### src/rtl/smi_pkg.sv
package smi_pkg;
  localparam int DATA_W = 8;
  localparam int ADDR_W = 4;

  typedef enum logic [ADDR_W-1:0] {
    A_PERIPH_LVL = 4'd0,
    A_IR_STAT    = 4'd1,
    A_PERIPH_EN  = 4'd2,
    A_ROUTE_EN   = 4'd3,
    A_GPIO_STAT  = 4'd4,
    A_GPIO_EN    = 4'd5,
    A_GPIO_INV   = 4'd6,
    A_GPIO_BOTH  = 4'd7,
    A_PAD_CTL    = 4'd8
  } smi_addr_e;

  localparam int ROUTE_PAD_BIT = 7;
  localparam int ROUTE_SIRQ_BIT = 6;
  localparam int ROUTE_PME_BIT = 5;
  localparam int IR_EN_BIT = 0;
  localparam int PAD_HIGH_BIT = 0;
  localparam int PAD_PP_BIT = 7;
endpackage

### src/rtl/smi_edge_latch.sv
module smi_edge_latch #(
  parameter int W = 8
) (
  input  logic         clk,
  input  logic         rst_n,
  input  logic [W-1:0] lvl_i,
  input  logic [W-1:0] inv_i,
  input  logic [W-1:0] both_i,
  input  logic [W-1:0] clr_i,
  output logic [W-1:0] stat_o
);
  logic [W-1:0] s1_q, s2_q, s3_q, stat_q;
  logic [W-1:0] rise_w, fall_w, evt_w, stat_d;

  always_comb begin
    rise_w = s2_q & ~s3_q;
    fall_w = ~s2_q & s3_q;
    evt_w  = (both_i & (rise_w | fall_w)) |
             (~both_i & ~inv_i & rise_w) |
             (~both_i & inv_i & fall_w);
    stat_d = (stat_q & ~clr_i) | evt_w;
  end

  always_ff @(posedge clk or negedge rst_n) begin
    if (!rst_n) begin
      s1_q   <= '0;
      s2_q   <= '0;
      s3_q   <= '0;
      stat_q <= '0;
    end else begin
      s1_q   <= lvl_i;
      s2_q   <= s1_q;
      s3_q   <= s2_q;
      stat_q <= stat_d;
    end
  end

  assign stat_o = stat_q;

  p_no_spurious_set_r4: assert property (@(posedge clk) disable iff (!rst_n)
    ((stat_q & ~$past(stat_q)) & ~$past(s2_q ^ s3_q)) == '0);
  p_w1c_clears_r7: assert property (@(posedge clk) disable iff (!rst_n)
    (stat_q & $past(clr_i & ~evt_w)) == '0);
  p_set_wins_r7: assert property (@(posedge clk) disable iff (!rst_n)
    ($past(evt_w) & ~stat_q) == '0);
endmodule

### src/rtl/smi_rdclr_status.sv
module smi_rdclr_status (
  input  logic clk,
  input  logic rst_n,
  input  logic evt_i,
  input  logic rd_clr_i,
  output logic stat_o
);
  logic stat_q, stat_d;

  always_comb begin
    stat_d = stat_q;
    if (rd_clr_i) stat_d = 1'b0;
    if (evt_i)    stat_d = 1'b1;
  end

  always_ff @(posedge clk or negedge rst_n) begin
    if (!rst_n) stat_q <= 1'b0;
    else        stat_q <= stat_d;
  end

  assign stat_o = stat_q;

  p_rdclr_r3: assert property (@(posedge clk) disable iff (!rst_n)
    (rd_clr_i && !evt_i) |=> !stat_o);
  p_set_r3: assert property (@(posedge clk) disable iff (!rst_n)
    evt_i |=> stat_o);
endmodule

### src/rtl/smi_pad_ctrl.sv
module smi_pad_ctrl (
  input  logic assert_i,
  input  logic active_high_i,
  input  logic push_pull_i,
  output logic pad_o,
  output logic oe_o
);
  always_comb begin
    if (push_pull_i) begin
      oe_o  = 1'b1;
      pad_o = assert_i ? active_high_i : ~active_high_i;
    end else begin
      oe_o  = assert_i;
      pad_o = active_high_i;
    end
  end
endmodule

### src/rtl/smi_aggregator.sv
module smi_aggregator
  import smi_pkg::*;
#(
  parameter int NUM_GPIO = 8
) (
  input  logic                clk,
  input  logic                rst_n,
  input  logic [DATA_W-1:0]   periph_evt_i,
  input  logic                ir_evt_i,
  input  logic [NUM_GPIO-1:0] gpio_i,
  input  logic [ADDR_W-1:0]   reg_addr_i,
  input  logic                reg_wr_i,
  input  logic                reg_rd_i,
  input  logic [DATA_W-1:0]   reg_wdata_i,
  output logic [DATA_W-1:0]   reg_rdata_o,
  output logic                smi_pad_o,
  output logic                smi_pad_oe_o,
  output logic                serirq_smi_o,
  output logic                pme_smi_o
);
  localparam logic [DATA_W-1:0] ROUTE_MASK =
    DATA_W'((1 << ROUTE_PAD_BIT) | (1 << ROUTE_SIRQ_BIT) | (1 << ROUTE_PME_BIT) | (1 << IR_EN_BIT));
  localparam logic [DATA_W-1:0] PAD_MASK =
    DATA_W'((1 << PAD_HIGH_BIT) | (1 << PAD_PP_BIT));

  // reset: asynchronous assert, synchronous release
  logic [1:0] rst_sync_q;
  logic       rst_int_n;
  always_ff @(posedge clk or negedge rst_n) begin
    if (!rst_n) rst_sync_q <= 2'b00;
    else        rst_sync_q <= {rst_sync_q[0], 1'b1};
  end
  assign rst_int_n = rst_sync_q[1];

  logic [DATA_W-1:0]   en_per_q, en_per_d;
  logic [DATA_W-1:0]   route_q, route_d;
  logic [DATA_W-1:0]   pad_q, pad_d;
  logic [NUM_GPIO-1:0] g_en_q, g_en_d, g_inv_q, g_inv_d, g_both_q, g_both_d;
  logic [NUM_GPIO-1:0] g_clr, g_stat;
  logic                ir_stat, ir_rd;
  logic                wr_hit_route, wr_hit_pad, wr_hit_per;
  logic                group_w, pad_assert;

  always_comb begin
    wr_hit_per   = reg_wr_i && (reg_addr_i == A_PERIPH_EN);
    wr_hit_route = reg_wr_i && (reg_addr_i == A_ROUTE_EN);
    wr_hit_pad   = reg_wr_i && (reg_addr_i == A_PAD_CTL);
    en_per_d = wr_hit_per   ? reg_wdata_i : en_per_q;
    route_d  = wr_hit_route ? (reg_wdata_i & ROUTE_MASK) : route_q;
    pad_d    = wr_hit_pad   ? (reg_wdata_i & PAD_MASK) : pad_q;
    g_en_d   = (reg_wr_i && reg_addr_i == A_GPIO_EN)   ? reg_wdata_i[NUM_GPIO-1:0] : g_en_q;
    g_inv_d  = (reg_wr_i && reg_addr_i == A_GPIO_INV)  ? reg_wdata_i[NUM_GPIO-1:0] : g_inv_q;
    g_both_d = (reg_wr_i && reg_addr_i == A_GPIO_BOTH) ? reg_wdata_i[NUM_GPIO-1:0] : g_both_q;
    g_clr    = (reg_wr_i && reg_addr_i == A_GPIO_STAT) ? reg_wdata_i[NUM_GPIO-1:0] : '0;
    ir_rd    = reg_rd_i && (reg_addr_i == A_IR_STAT);
  end

  always_ff @(posedge clk or negedge rst_int_n) begin
    if (!rst_int_n) begin
      en_per_q <= '0;
      route_q  <= '0;
      pad_q    <= '0;
      g_en_q   <= '0;
      g_inv_q  <= '0;
      g_both_q <= '0;
    end else begin
      en_per_q <= en_per_d;
      route_q  <= route_d;
      pad_q    <= pad_d;
      g_en_q   <= g_en_d;
      g_inv_q  <= g_inv_d;
      g_both_q <= g_both_d;
    end
  end

  smi_edge_latch #(.W(NUM_GPIO)) u_gpio (
    .clk    (clk),
    .rst_n  (rst_int_n),
    .lvl_i  (gpio_i),
    .inv_i  (g_inv_q),
    .both_i (g_both_q),
    .clr_i  (g_clr),
    .stat_o (g_stat)
  );

  smi_rdclr_status u_ir (
    .clk      (clk),
    .rst_n    (rst_int_n),
    .evt_i    (ir_evt_i),
    .rd_clr_i (ir_rd),
    .stat_o   (ir_stat)
  );

  assign group_w = (|(periph_evt_i & en_per_q)) |
                   (ir_stat & route_q[IR_EN_BIT]) |
                   (|(g_stat & g_en_q));
  assign pad_assert   = group_w & route_q[ROUTE_PAD_BIT];
  assign serirq_smi_o = group_w & route_q[ROUTE_SIRQ_BIT];
  assign pme_smi_o    = group_w & route_q[ROUTE_PME_BIT];

  smi_pad_ctrl u_pad (
    .assert_i      (pad_assert),
    .active_high_i (pad_q[PAD_HIGH_BIT]),
    .push_pull_i   (pad_q[PAD_PP_BIT]),
    .pad_o         (smi_pad_o),
    .oe_o          (smi_pad_oe_o)
  );

  always_comb begin
    reg_rdata_o = '0;
    case (reg_addr_i)
      A_PERIPH_LVL: reg_rdata_o = periph_evt_i;
      A_IR_STAT:    reg_rdata_o[0] = ir_stat;
      A_PERIPH_EN:  reg_rdata_o = en_per_q;
      A_ROUTE_EN:   reg_rdata_o = route_q;
      A_GPIO_STAT:  reg_rdata_o[NUM_GPIO-1:0] = g_stat;
      A_GPIO_EN:    reg_rdata_o[NUM_GPIO-1:0] = g_en_q;
      A_GPIO_INV:   reg_rdata_o[NUM_GPIO-1:0] = g_inv_q;
      A_GPIO_BOTH:  reg_rdata_o[NUM_GPIO-1:0] = g_both_q;
      A_PAD_CTL:    reg_rdata_o = pad_q;
      default:      reg_rdata_o = '0;
    endcase
  end

  p_od_level_r9: assert property (@(posedge clk) disable iff (!rst_int_n)
    (!pad_q[PAD_PP_BIT] && smi_pad_oe_o) |-> (smi_pad_o == pad_q[PAD_HIGH_BIT]));
  p_pad_off_r8: assert property (@(posedge clk) disable iff (!rst_int_n)
    (!route_q[ROUTE_PAD_BIT] && !pad_q[PAD_PP_BIT]) |-> !smi_pad_oe_o);
  p_sirq_needs_src_r1: assert property (@(posedge clk) disable iff (!rst_int_n)
    (serirq_smi_o || pme_smi_o) |-> ((periph_evt_i != '0) || ir_stat || (g_stat != '0)));
  p_per_en_hold_r2: assert property (@(posedge clk) disable iff (!rst_int_n)
    !$past(wr_hit_per) |-> $stable(en_per_q));
endmodule

### config.mk
export PLATFORM = sky130hd
export DESIGN_NAME = smi_aggregator
export DESIGN_NICKNAME = d
export VERILOG_FILES = /design/src/rtl/smi_pkg.sv /design/src/rtl/smi_edge_latch.sv /design/src/rtl/smi_rdclr_status.sv /design/src/rtl/smi_pad_ctrl.sv /design/src/rtl/smi_aggregator.sv
export SDC_FILE = /design/constraint.sdc
export NUM_CORES = 1
export LEC_CHECK = 0
export BUFFER_PORTS_ARGS = -buffer_cell sky130_fd_sc_hd__buf_2
export CAP_MARGIN = 10
export CORE_ASPECT_RATIO = 2
export CORE_MARGIN = 1.5
export CORE_UTILIZATION = 50
export CTS_BUF_LIST = sky130_fd_sc_hd__clkbuf_4 sky130_fd_sc_hd__clkbuf_8
export DETAILED_ROUTE_END_ITERATION = 10
export GPL_TIMING_DRIVEN = 0
export PLACE_DENSITY_LB_ADDON = 0.08
export SKIP_LAST_GASP = 1
export SLEW_MARGIN = 20
export SYNTH_ARGS = -nofsm -noshare
export SYNTH_HDL_FRONTEND = slang
export SYNTH_SLANG_ARGS = --single-unit
export TNS_END_PERCENT = 100
### constraint.sdc
create_clock -name clk -period 5.19 [get_ports clk]
set_input_delay 0.2595 -clock clk [delete_from_list [all_inputs] [get_ports clk]]
set_output_delay 0.2595 -clock clk [all_outputs]
set_load 0.1 [all_outputs]
==> Implementation_results.wiki, run 1 <==
{| class="wikitable"
! Metric !! Value
|-
| Gate count of the mapped netlist || around 300
|-
| Min setup slack post-route || about 2.7 ns
|-
| Clk slew on worst S/H paths || approximately 0.060 ns
|-
| Distinct cells, synth || between 40 and 50
|-
| Number of top-level pins || 45
|-
| Slew HR || about 54%
|-
| Initial antenna violation count || 0
|-
| Maximum vdd drop || 0.223 mV
|-
| Total count of hold-check failures in the final report || 0
|-
| Port-buffer cells || 42
|-
| DRT iter0 DRCs || 136
|-
| Hold Crit Class || input pin to register
|-
| Pin count of the biggest net entering global routing || 42
|-
| Number of buffers created by CTS || 9
|-
| Grt ovf || 0
|-
| Reg2reg setup slack || 3.90 ns
|-
| Most common cell in the synthesized netlist || dfrtp_1
|-
| Final cycle utilization of the critical path || between 40% and 50%
|-
| Placed inst area || slightly below 4000 sq um
|-
| Number of H-tree levels || 3
|-
| Count of warnings emitted by yosys || 0
|-
| Die area || between 7000 and 8000 sq um
|-
| Global-route total usage across every layer || roughly 23%
|-
| Clock buffer depth || 2
|-
| Status || finished clean
|-
| Worst path arrival time || between 2 and 2.5 ns
|-
| Number of antenna-violating nets in the routed design || 0
|-
| Leakage power of the design || ~2 nW
|-
| Average via count per standard cell || 5.55
|-
| Number of sinks driven by the clock tree || 73
|-
| ANT cells || 0
|-
| Synthesized area per cell || roughly 12 sq um
|-
| Post-synth top area cell || dfrtp_1
|-
| Peak fanout along the critical path || 3
|-
| Clock latency on the worst-skew pair || about 0.36 ns
|-
| CTS tree || yes
|-
| Required time of the worst setup path || between 4 and 5 ns
|-
| Clock period minus final worst setup slack || approximately 2.5 ns
|-
| Estimated wirelength of the detail-placed design || approximately 5800 microns
|-
| Synthesis-to-layout area growth || 17.1%
|-
| Via count of the first global-routing pass || around 2600
|-
| Worst Max-Slew Pin Slew || ~0.69 ns
|-
| Unrepaired setup endpoints after global routing || no
|-
| Crit end category || primary output
|-
| Number of maximum-capacitance violations || 0
|-
| Worst clock skew || around 0.007 ns
|-
| Final net count || a little over 400
|-
| EDFF count, synth || 0
|-
| Clock tree root buffer cell || clkbuf_8
|-
| Largest cells by area after synthesis || dfrtp_1 51%, mux2_2 11%, ha_1 5.5%
|-
| Total nets after synthesis || 341
|-
| Cell Rows || 43
|-
| Final core occ || approximately three fifths
|-
| Sequential share of the synthesized area || about half
|-
| Drt pass-1 iters || 4
|-
| Starting Density || roughly 52%
|-
| Final setup viols || 0
|-
| Routed wire per std cell || 17.5 microns
|-
| Drt drc || 0
|-
| Top cell type's share of synthesized area || 50.6%
|-
| Commonest cells in the netlist || 73 x dfrtp_1, 36 x mux2_2, 21 x nand2_1, 17 x inv_1, 16 x ha_1
|-
| Maximum frequency from static timing analysis || ~400 MHz
|-
| Number of flip-flops and latches in the synthesized netlist || 73
|-
| Number of vias in the routed layout || roughly 2500
|-
| Placed cells || roughly 430
|-
| Syn Std Cell Area || 3610 sq um
|-
| Overall die width || between 60 and 70 microns
|-
| Final max-slew violation count || 0
|-
| Vertical die dimension || about 120 microns
|-
| Fraction of final layout cells with drive strength greater than 1 || about a third
|-
| Wire length of the first global-routing pass || between 10000 and 15000 microns
|-
| Post-synth ARST share || 100%
|-
| Cell Count, Final, Fillers Out || 449
|-
| Place WS || roughly 2.9 ns
|-
| Routability congestion estimate from global placement || ~0.81
|-
| Nature of the critical path startpoint || register
|-
| Worst hold margin || ~0.088 ns
|-
| Type of the worst setup path || register to primary output
|-
| Total power per unit cell area || about 360 nW/um^2
|-
| Routed wire length || a little under 8000 microns
|-
| Core Area || 6940 sq um
|-
| Number of post-CTS setup repair buffers || 0
|-
| Main flop type after synthesis || dfrtp_1
|-
| Sum Neg Setup Slack || 0 ns
|-
| Design Area, Final || around 4200 sq um
|-
| Total power draw || 1.53 mW
|}
-- cells by family after synthesis --
family	after synthesis	share of synthesized area, %
multiplexers	59	19.8
other	1	0.104
AND/OR/NAND/NOR	63	10.3
AO/OA/AOI/OAI	52	9.98
adder cells (fa/ha/maj)	16	5.55
flip-flops	73	50.6
buffers and inverters	28	3.74
-- final cells by class --
| class | instances | area [sq um] |
|---|---|---|
| sequential | 73 | 1830 |
| inverter | 17 | 63.8 |
| clock buffer | 13 | 166 |
| clock inverter | 2 | 15.0 |
| tap | 90 | 113 |
| timing repair buffer | 52 | 320 |
| buffer | 11 | 71.3 |
| fill | 551 | 2710 |
| multi-input combinational | 191 | 1650 |
-- cell usage in the layout, fill, tap and decap left out, types with 10 or more instances in the layout --
cell type	instances
nor2b_1	11
a21oi_1	12
clkbuf_8	11
a21o_1	10
inv_1	17
buf_2	48
mux2_2	36
dfrtp_1	72
ha_1	16
mux2i_1	12
nand2_1	21
-- report_power, final --
group	leakage, nW	internal (mW)	total (mW)	switching, mW
Clock	0.0886	0.208	0.410	0.202
Sequential	0.848	0.651	0.732	0.0802
Combinational	1.03	0.157	0.387	0.230
-- path summary, 6_finish.rpt --
| check | from | to | cells past startpoint |
|---|---|---|---|
| max | g_en_q[0] | smi_pad_o | 6 |
| min | ir_evt_i | u_ir.stat_o | 2 |
| max reg2reg | u_gpio.s2_q[0] | u_gpio.stat_o[0] | 5 |
| min reg2reg | rst_sync_q[1] | u_gpio.stat_o[3] | 0 |
| max in group asynchronous | rst_sync_q[1] | u_gpio.s1_q[6] | 1 |
| min in group asynchronous | rst_n | rst_sync_q[1] | 2 |
-- critical path, cell delays in order, from the launching register on --
cell	delay, ns
dfrtp_1	0.40
a22oi_1	0.24
nand2_1	0.11
a221oi_1	0.38
o21ai_0	0.16
or3_1	0.31
buf_2	0.30
-- metal layers --
layer	vias up	wire (microns)	global-route usage, %
met5	-	0	0
met4	0	179	9.31
met3	14	322	6.10
met2	65	4180	40.1
met1	1247	3190	26.3
li1	1168	-	-
-- flip-flops by register name, summed over array words and instances (netlist names) --
| name | flops |
|---|---|
| u_gpio.s2_q | 8 |
| u_ir.stat_o | 1 |
| pad_q | 2 |
| g_en_q | 8 |
| g_both_q | 8 |
| g_inv_q | 8 |
| u_gpio.s1_q | 8 |
| en_per_q | 8 |
| route_q | 4 |
| rst_sync_q | 2 |
| u_gpio.stat_o | 8 |
| u_gpio.s3_q | 8 |
-- timing repair --
action / in CTS / in global routing
hold endpoints to repair: 10 / 0
gates resized for setup: 0 / 0
endpoints found under the setup margin: 0 / 0
hold buffers: 9 / 0
Power figures use the tool's default switching activity.
==> inputs of run 2 (changes only) <==
Clock period 5.19 ns to 2.5 ns, I/O delays scaled along.
==> run 2 against run 1 <==
Effect of this change: non-clock buffer count grew 1; first-iteration DRC count grew 45%; clock skew shrank 0.0019 ns.
==> Implementation_results.wiki, run 2 (synthesis results as in run 1) <==
{| class="wikitable"
! Metric !! Value
|-
| Total power per unit cell area || 763 nW/um^2 (was 362 nW/um^2)
|-
| Number of top-level pins || 45 (unchanged)
|-
| Routed wire per std cell || 17.7 microns (was 17.5 microns)
|-
| Nature of the critical path startpoint || register (unchanged)
|-
| Number of antenna-violating nets in the routed design || 0 (unchanged)
|-
| Worst Max-Slew Pin Slew || 0.727 ns (was 0.686 ns)
|-
| Final-layout fill cell count || 578 (was 551)
|-
| Area used by sequential logic in the layout || 1830 sq um (unchanged)
|-
| CTS tree || yes (unchanged)
|-
| Leakage power of the design || 1.99 nW (was 1.97 nW)
|-
| Synthesis-to-layout area growth || 18.5% (was 17.1%)
|-
| Maximum frequency from static timing analysis || between 400 and 500 MHz
|-
| Grt ovf || 0 (unchanged)
|-
| Total count of hold-check failures in the final report || 0 (unchanged)
|-
| Number of buffers created by CTS || 9 (unchanged)
|-
| Number of H-tree levels || 3 (unchanged)
|-
| ANT cells || 0 (unchanged)
|-
| Largest stage delay, worst path || 0.42 ns (was 0.40 ns)
|-
| Overall die width || 63.1 microns (unchanged)
|-
| Drt pass-1 iters || 4 (unchanged)
|-
| Initial antenna violation count || 0 (unchanged)
|-
| Drt drc || 0 (unchanged)
|-
| Peak fanout along the critical path || 3 (unchanged)
|-
| Sequence of cells on the critical path || a22o_1, a221oi_1, and3_1, nor2_1, or3_1, buf_2 (was a22oi_1, nand2_1, a221oi_1, o21ai_0, or3_1, buf_2)
|-
| Type of the worst setup path || register to primary output (unchanged)
|-
| Cell Rows || 43 (unchanged)
|-
| Fraction of final layout cells with drive strength greater than 1 || 34.9% (was 34.0%)
|-
| Required time of the worst setup path || 2.38 ns (was 4.93 ns)
|-
| Wire length of the first global-routing pass || 13300 microns (about the same)
|-
| Delay-heaviest family, CP || simple AND/OR/NAND/NOR gates (was compound AO/OA/AOI/OAI gates)
|-
| Worst hold margin || 0.0601 ns (was 0.0885 ns)
|-
| Estimated wirelength of the detail-placed design || 5840 microns (was 5820 microns)
|-
| Final cycle utilization of the critical path || between 90% and 100%
|-
| Core Area || 6940 sq um (unchanged)
|-
| Pin count of the biggest net entering global routing || 40 (was 42)
|-
| Sum Neg Setup Slack || 0 ns (unchanged)
|-
| Final net count || 405 (was 404)
|-
| Most frequent cells in the layout || 72 x dfrtp_1, 48 x buf_2, 36 x mux2_2, 21 x nand2_1, 17 x inv_1 (unchanged)
|-
| Clock period minus final worst setup slack || ~2.4 ns
|-
| Worst clock skew || 0.00495 ns (was 0.00685 ns)
|-
| Routed wire length || 7980 microns (was 7870 microns)
|-
| Die area || 7770 sq um (unchanged)
|-
| Final setup viols || 0 (unchanged)
|-
| Clk slew on worst S/H paths || 0.08 ns (was 0.06 ns)
|-
| Clock tree root buffer cell || clkbuf_8 (unchanged)
|-
| Leading cell type in the layout, fill and taps excluded || dfrtp_1 (unchanged)
|-
| Status || finished clean (unchanged)
|-
| Crit end category || primary output (unchanged)
|-
| Final max-slew violation count || 0 (unchanged)
|-
| Unrepaired setup endpoints after global routing || no (unchanged)
|-
| Clock latency on the worst-skew pair || 0.35 ns (was 0.36 ns)
|-
| Routability congestion estimate from global placement || 0.827 (was 0.807)
|-
| Number of vias in the routed layout || 2507 (was 2494)
|-
| Number of sinks driven by the clock tree || 73 (unchanged)
|-
| Clock buffer depth || 2 (unchanged)
|-
| Maximum vdd drop || 0.440 mV (was 0.223 mV)
|-
| Number of post-CTS setup repair buffers || 0 (unchanged)
|-
| Port-buffer cells || 42 (unchanged)
|-
| Number of maximum-capacitance violations || 0 (unchanged)
|-
| Via count of the first global-routing pass || 2646 (was 2623)
|-
| Vertical die dimension || 123 microns (unchanged)
|-
| Number of buffer and inverter stages on the critical path || 1 (unchanged)
|-
| Cell at the slowest stage of the critical path || dfrtp_1 (unchanged)
|-
| Slew HR || 51.2% (was 54.0%)
|-
| Hold Crit Class || input pin to register (unchanged)
|-
| Reg2reg setup slack || 1.23 ns (was 3.90 ns)
|-
| Worst path arrival time || 2.24 ns (was 2.25 ns)
|-
| Starting Density || 52.0% (unchanged)
|-
| Average via count per standard cell || 5.56 (was 5.55)
|-
| Global-route total usage across every layer || 23.0% (was 22.9%)
|-
| DRT iter0 DRCs || 197 (was 136)
|-
| Area of the multi-input gates || 1670 sq um (was 1650 sq um)
|}
run 2: changes by cell type in the layout (fill, tap and decap cells not counted), sizes merged:
cell and delta:
bufinv +1, clkbuf -3, clkinv +3, dlygate4sd3 +1
run 2: metal layers:
layer / share of wire [%] / vias up / global-route usage, %
met2: 54 / 60 / 40.6
met1: 40 / 1260 / 26.3
met3: 4.0 / 14 / 3.82
li1: - / 1173 / -
met5: 0 / - / 0
met4: 2.8 / 0 / 12.4
run 2: what timing repair did:
item / in CTS / in global routing
resized for setup: 0 / 1
endpoints found under the setup margin: 0 / 1
hold buffers: 10 / 0
hold endpoints to repair: 11 / 0
run 2: metrics by stage:
step	area [sq um]	total power [mW]	utilization (%)	std cells	setup WS, ns
3_5_place_dp	3970	2.34	57.2	425	0.478
6_report	4280	3.27	61.7	451	0.137
4_1_cts	4270	3.29	61.6	451	0.138
2_1_floorplan	3620	2.15	-	292	0.0544
3_3_place_gp	3940	2.31	56.8	424	-0.543
5_1_grt	4280	3.44	61.7	451	0.0441
run 2: worst paths after layout:
kind,startpoint,end,cells after the start
hold / removal,reg_wdata_i[3],en_per_q[3],2
hold reg to reg,rst_sync_q[1],g_both_q[3],0
setup / recovery,u_gpio.stat_o[7],smi_pad_o,6
min in group asynchronous,rst_n,rst_sync_q[1],2
max in group asynchronous,rst_sync_q[1],route_q[5],1
setup reg to reg,u_gpio.s3_q[0],u_gpio.stat_o[0],6
run 2: layout make-up:
class	instances	area share (%)
plain buffers	11	1.67
multi-input cells	191	38.9
inverters	17	1.49
well taps	90	2.63
clock inverters	6	1.58
repair buffers	53	7.72
flip-flops and latches	73	42.8
clock buffers	10	3.22
run 2: power breakdown:
| part | switching [mW] | internal [mW] |
|---|---|---|
| sequential | 0.167 | 1.35 |
| clock | 0.447 | 0.489 |
| combinational | 0.481 | 0.330 |
==> inputs of run 3 (changes only) <==
Clock period 2.5 ns to 2.74 ns, I/O delays scaled along.
==> run 3 against run 2 <==
Effect of this change: register-to-register slack improved by 0.23 ns; sequential power decreased by 9%; die area unchanged; non-clock buffer count unchanged; first-iteration DRC count decreased by 27%; clock skew decreased by 0.0016 ns; setup slack improved by 0.19 ns; total power decreased by 11%; largest power group unchanged.
==> Implementation_results.wiki, run 3 (synthesis results as in run 1) <==
{| class="wikitable"
! Metric !! Value
|-
| Clock latency on the worst-skew pair || 0.36 ns (was 0.35 ns)
|-
| Number of H-tree levels || 3 (unchanged)
|-
| Quantity of gates resized following cts || 0 (unchanged)
|-
| Number of antenna-violating nets in the routed design || 0 (unchanged)
|-
| Total power per unit cell area || 684 nW/um^2 (was 763 nW/um^2)
|-
| Placed cells || 425 (unchanged)
|-
| Clock buffer depth || 2 (unchanged)
|-
| Final setup viols || 0 (unchanged)
|-
| Number of top-level pins || 45 (unchanged)
|-
| Clock tree root buffer cell || clkbuf_8 (unchanged)
|-
| Place WS || 0.665 ns (was 0.478 ns)
|-
| Total count of hold-check failures in the final report || 0 (unchanged)
|-
| Routed wire per std cell || 17.9 microns (was 17.7 microns)
|-
| Worst Max-Slew Pin Slew || 0.806 ns (was 0.727 ns)
|-
| Overall die width || 63.1 microns (unchanged)
|-
| Routed wire length || 8080 microns (was 7980 microns)
|-
| Fraction of power spent switching nets || 33.3% (was 33.5%)
|-
| ANT cells || 0 (unchanged)
|-
| Internal power || 1.94 mW (was 2.17 mW)
|-
| Slew HR || 46.0% (was 51.2%)
|-
| Peak fanout along the critical path || 3 (unchanged)
|-
| DRT iter0 DRCs || 143 (was 197)
|-
| Pin count of the biggest net entering global routing || 46 (was 40)
|-
| Nature of the critical path startpoint || register (unchanged)
|-
| Sequential Power Share || 47.5% (was 46.5%)
|-
| Combinational fraction of design power || 25.4% (was 24.8%)
|-
| Final net count || 405 (unchanged)
|-
| Estimated wirelength of the detail-placed design || 5830 microns (was 5840 microns)
|-
| Port-buffer cells || 42 (unchanged)
|-
| Cell Rows || 43 (unchanged)
|-
| Number of sinks driven by the clock tree || 73 (unchanged)
|-
| Sum Neg Setup Slack || 0 ns (unchanged)
|-
| Min setup slack post-route || 0.329 ns (was 0.137 ns)
|-
| Cell Count, Final, Fillers Out || 451 (unchanged)
|-
| Grt met2 use || 40.4% (was 40.6%)
|-
| Status || finished clean (unchanged)
|-
| Drt pass-1 iters || 4 (unchanged)
|-
| Fraction of final layout cells with drive strength greater than 1 || 34.3% (was 34.9%)
|-
| Initial antenna violation count || 0 (unchanged)
|-
| Clk slew on worst S/H paths || 0.07 ns (was 0.08 ns)
|-
| Starting Density || 52.0% (unchanged)
|-
| Unrepaired setup endpoints after global routing || no (unchanged)
|-
| Busiest layer in global routing || met2 (unchanged)
|-
| Crit end category || primary output (unchanged)
|-
| Synthesis-to-layout area growth || 18.0% (was 18.5%)
|-
| Most frequent cells in the layout || 72 x dfrtp_1, 48 x buf_2, 36 x mux2_2, 21 x nand2_1, 17 x inv_1 (unchanged)
|-
| CTS tree || yes (unchanged)
|-
| Via count of the first global-routing pass || 2666 (was 2646)
|-
| Leakage power of the design || 1.99 nW (about the same)
|-
| Final max-slew violation count || 0 (unchanged)
|-
| Hold Crit Class || input pin to register (unchanged)
|-
| Number of buffers created by CTS || 9 (unchanged)
|-
| Average via count per standard cell || 5.55 (was 5.56)
|-
| Drt drc || 0 (unchanged)
|-
| Clock period minus final worst setup slack || about 2.4 ns
|-
| Die area || 7770 sq um (unchanged)
|-
| Worst clock skew || 0.00331 ns (was 0.00495 ns)
|-
| Switching power total || 0.970 mW (was 1.10 mW)
|-
| Final cycle utilization of the critical path || between 80% and 90%
|-
| Core Area || 6940 sq um (unchanged)
|-
| Number of vias in the routed layout || 2505 (was 2507)
|-
| Maximum vdd drop || 0.413 mV (was 0.440 mV)
|-
| Placed inst area || 3970 sq um (about the same)
|-
| Design Area, Final || 4260 sq um (was 4280 sq um)
|-
| Required time of the worst setup path || 2.60 ns (was 2.38 ns)
|-
| Reg2reg setup slack || 1.46 ns (was 1.23 ns)
|-
| Met1 Resource Use GR || 26.9% (was 26.3%)
|-
| Type of the worst setup path || register to primary output (unchanged)
|-
| Clock network power share || 27.0% (was 28.7%)
|-
| Wire length of the first global-routing pass || 13500 microns (was 13300 microns)
|-
| Worst path arrival time || 2.27 ns (was 2.24 ns)
|-
| Routability congestion estimate from global placement || 0.834 (was 0.827)
|-
| Worst hold margin || 0.0640 ns (was 0.0601 ns)
|-
| Leading cell type in the layout, fill and taps excluded || dfrtp_1 (unchanged)
|-
| Global Route met3 Usage || 5.82% (was 3.82%)
|-
| Maximum frequency from static timing analysis || approximately 410 MHz
|-
| Vertical die dimension || 123 microns (unchanged)
|-
| Number of maximum-capacitance violations || 0 (unchanged)
|-
| Grt ovf || 0 (unchanged)
|-
| Global-route total usage across every layer || 23.6% (was 23.0%)
|}
==> run 3: changes by cell type in the layout (fill, tap and decap cells not counted), sizes merged <==
cell	delta
bufinv	-1
clkinvlp	-1
clkinv	-2
clkbuf	+4
==> run 3: through the flow <==
step / power, mW / utilization [%]
final: 2.91 / 61.3
after global routing: 3.06 / 61.3
after CTS: 2.94 / 61.3
after detailed placement: 2.14 / 57.2
after global placement: 2.11 / 56.8
after floorplan: 1.96 / -
==> run 3: critical path, stage by stage (launching register included) <==
cell,delay (ns)
dfrtp_1,0.41
a22oi_1,0.21
nand2_1,0.11
a221oi_1,0.44
and4b_1,0.25
or3_1,0.09
buf_2,0.41
==> run 3: layout make-up <==
class / instances / area, sq um
plain buffers: 11 / 71.3
clock buffers: 14 / 174
clock inverters: 2 / 12.5
fillers: 565 / 2680
inverters: 17 / 63.8
multi-input cells: 191 / 1660
flip-flops and latches: 73 / 1830
well taps: 90 / 113
repair buffers: 53 / 338
==> run 3: what timing repair did <==
action,4_1_cts,5_1_grt
endpoints found under the hold margin,11,0
buffers inserted,0,0
hold buffers,10,0
==> run 3: routing by layer <==
metal / part of all wire [%] / wire length [microns]
met1: 40 / 3220
met2: 54 / 4340
met3: 3.8 / 310
met4: 2.6 / 208
met5: 0 / 0
==> run 3: path summary, 6_finish.rpt <==
path / from / endpoint / cells after the start
worst min-delay path: reg_wdata_i[4] / en_per_q[4] / 2
worst max register to register: u_gpio.s3_q[0] / u_gpio.stat_o[0] / 6
worst min register to register: rst_sync_q[1] / g_inv_q[4] / 0
max in group asynchronous: rst_sync_q[1] / pad_q[7] / 1
worst max-delay path: u_gpio.stat_o[0] / smi_pad_o / 6
min in group asynchronous: rst_n / rst_sync_q[1] / 2
==> run 3: power groups by stage <==
stage	clock [mW]	combinational, mW	sequential [mW]
6_report	0.788	0.740	1.38
5_1_grt	0.844	0.801	1.41
4_1_cts	0.810	0.746	1.39
3_5_place_dp	0	0.732	1.41
3_3_place_gp	0	0.699	1.41
2_1_floorplan	0	0.599	1.36
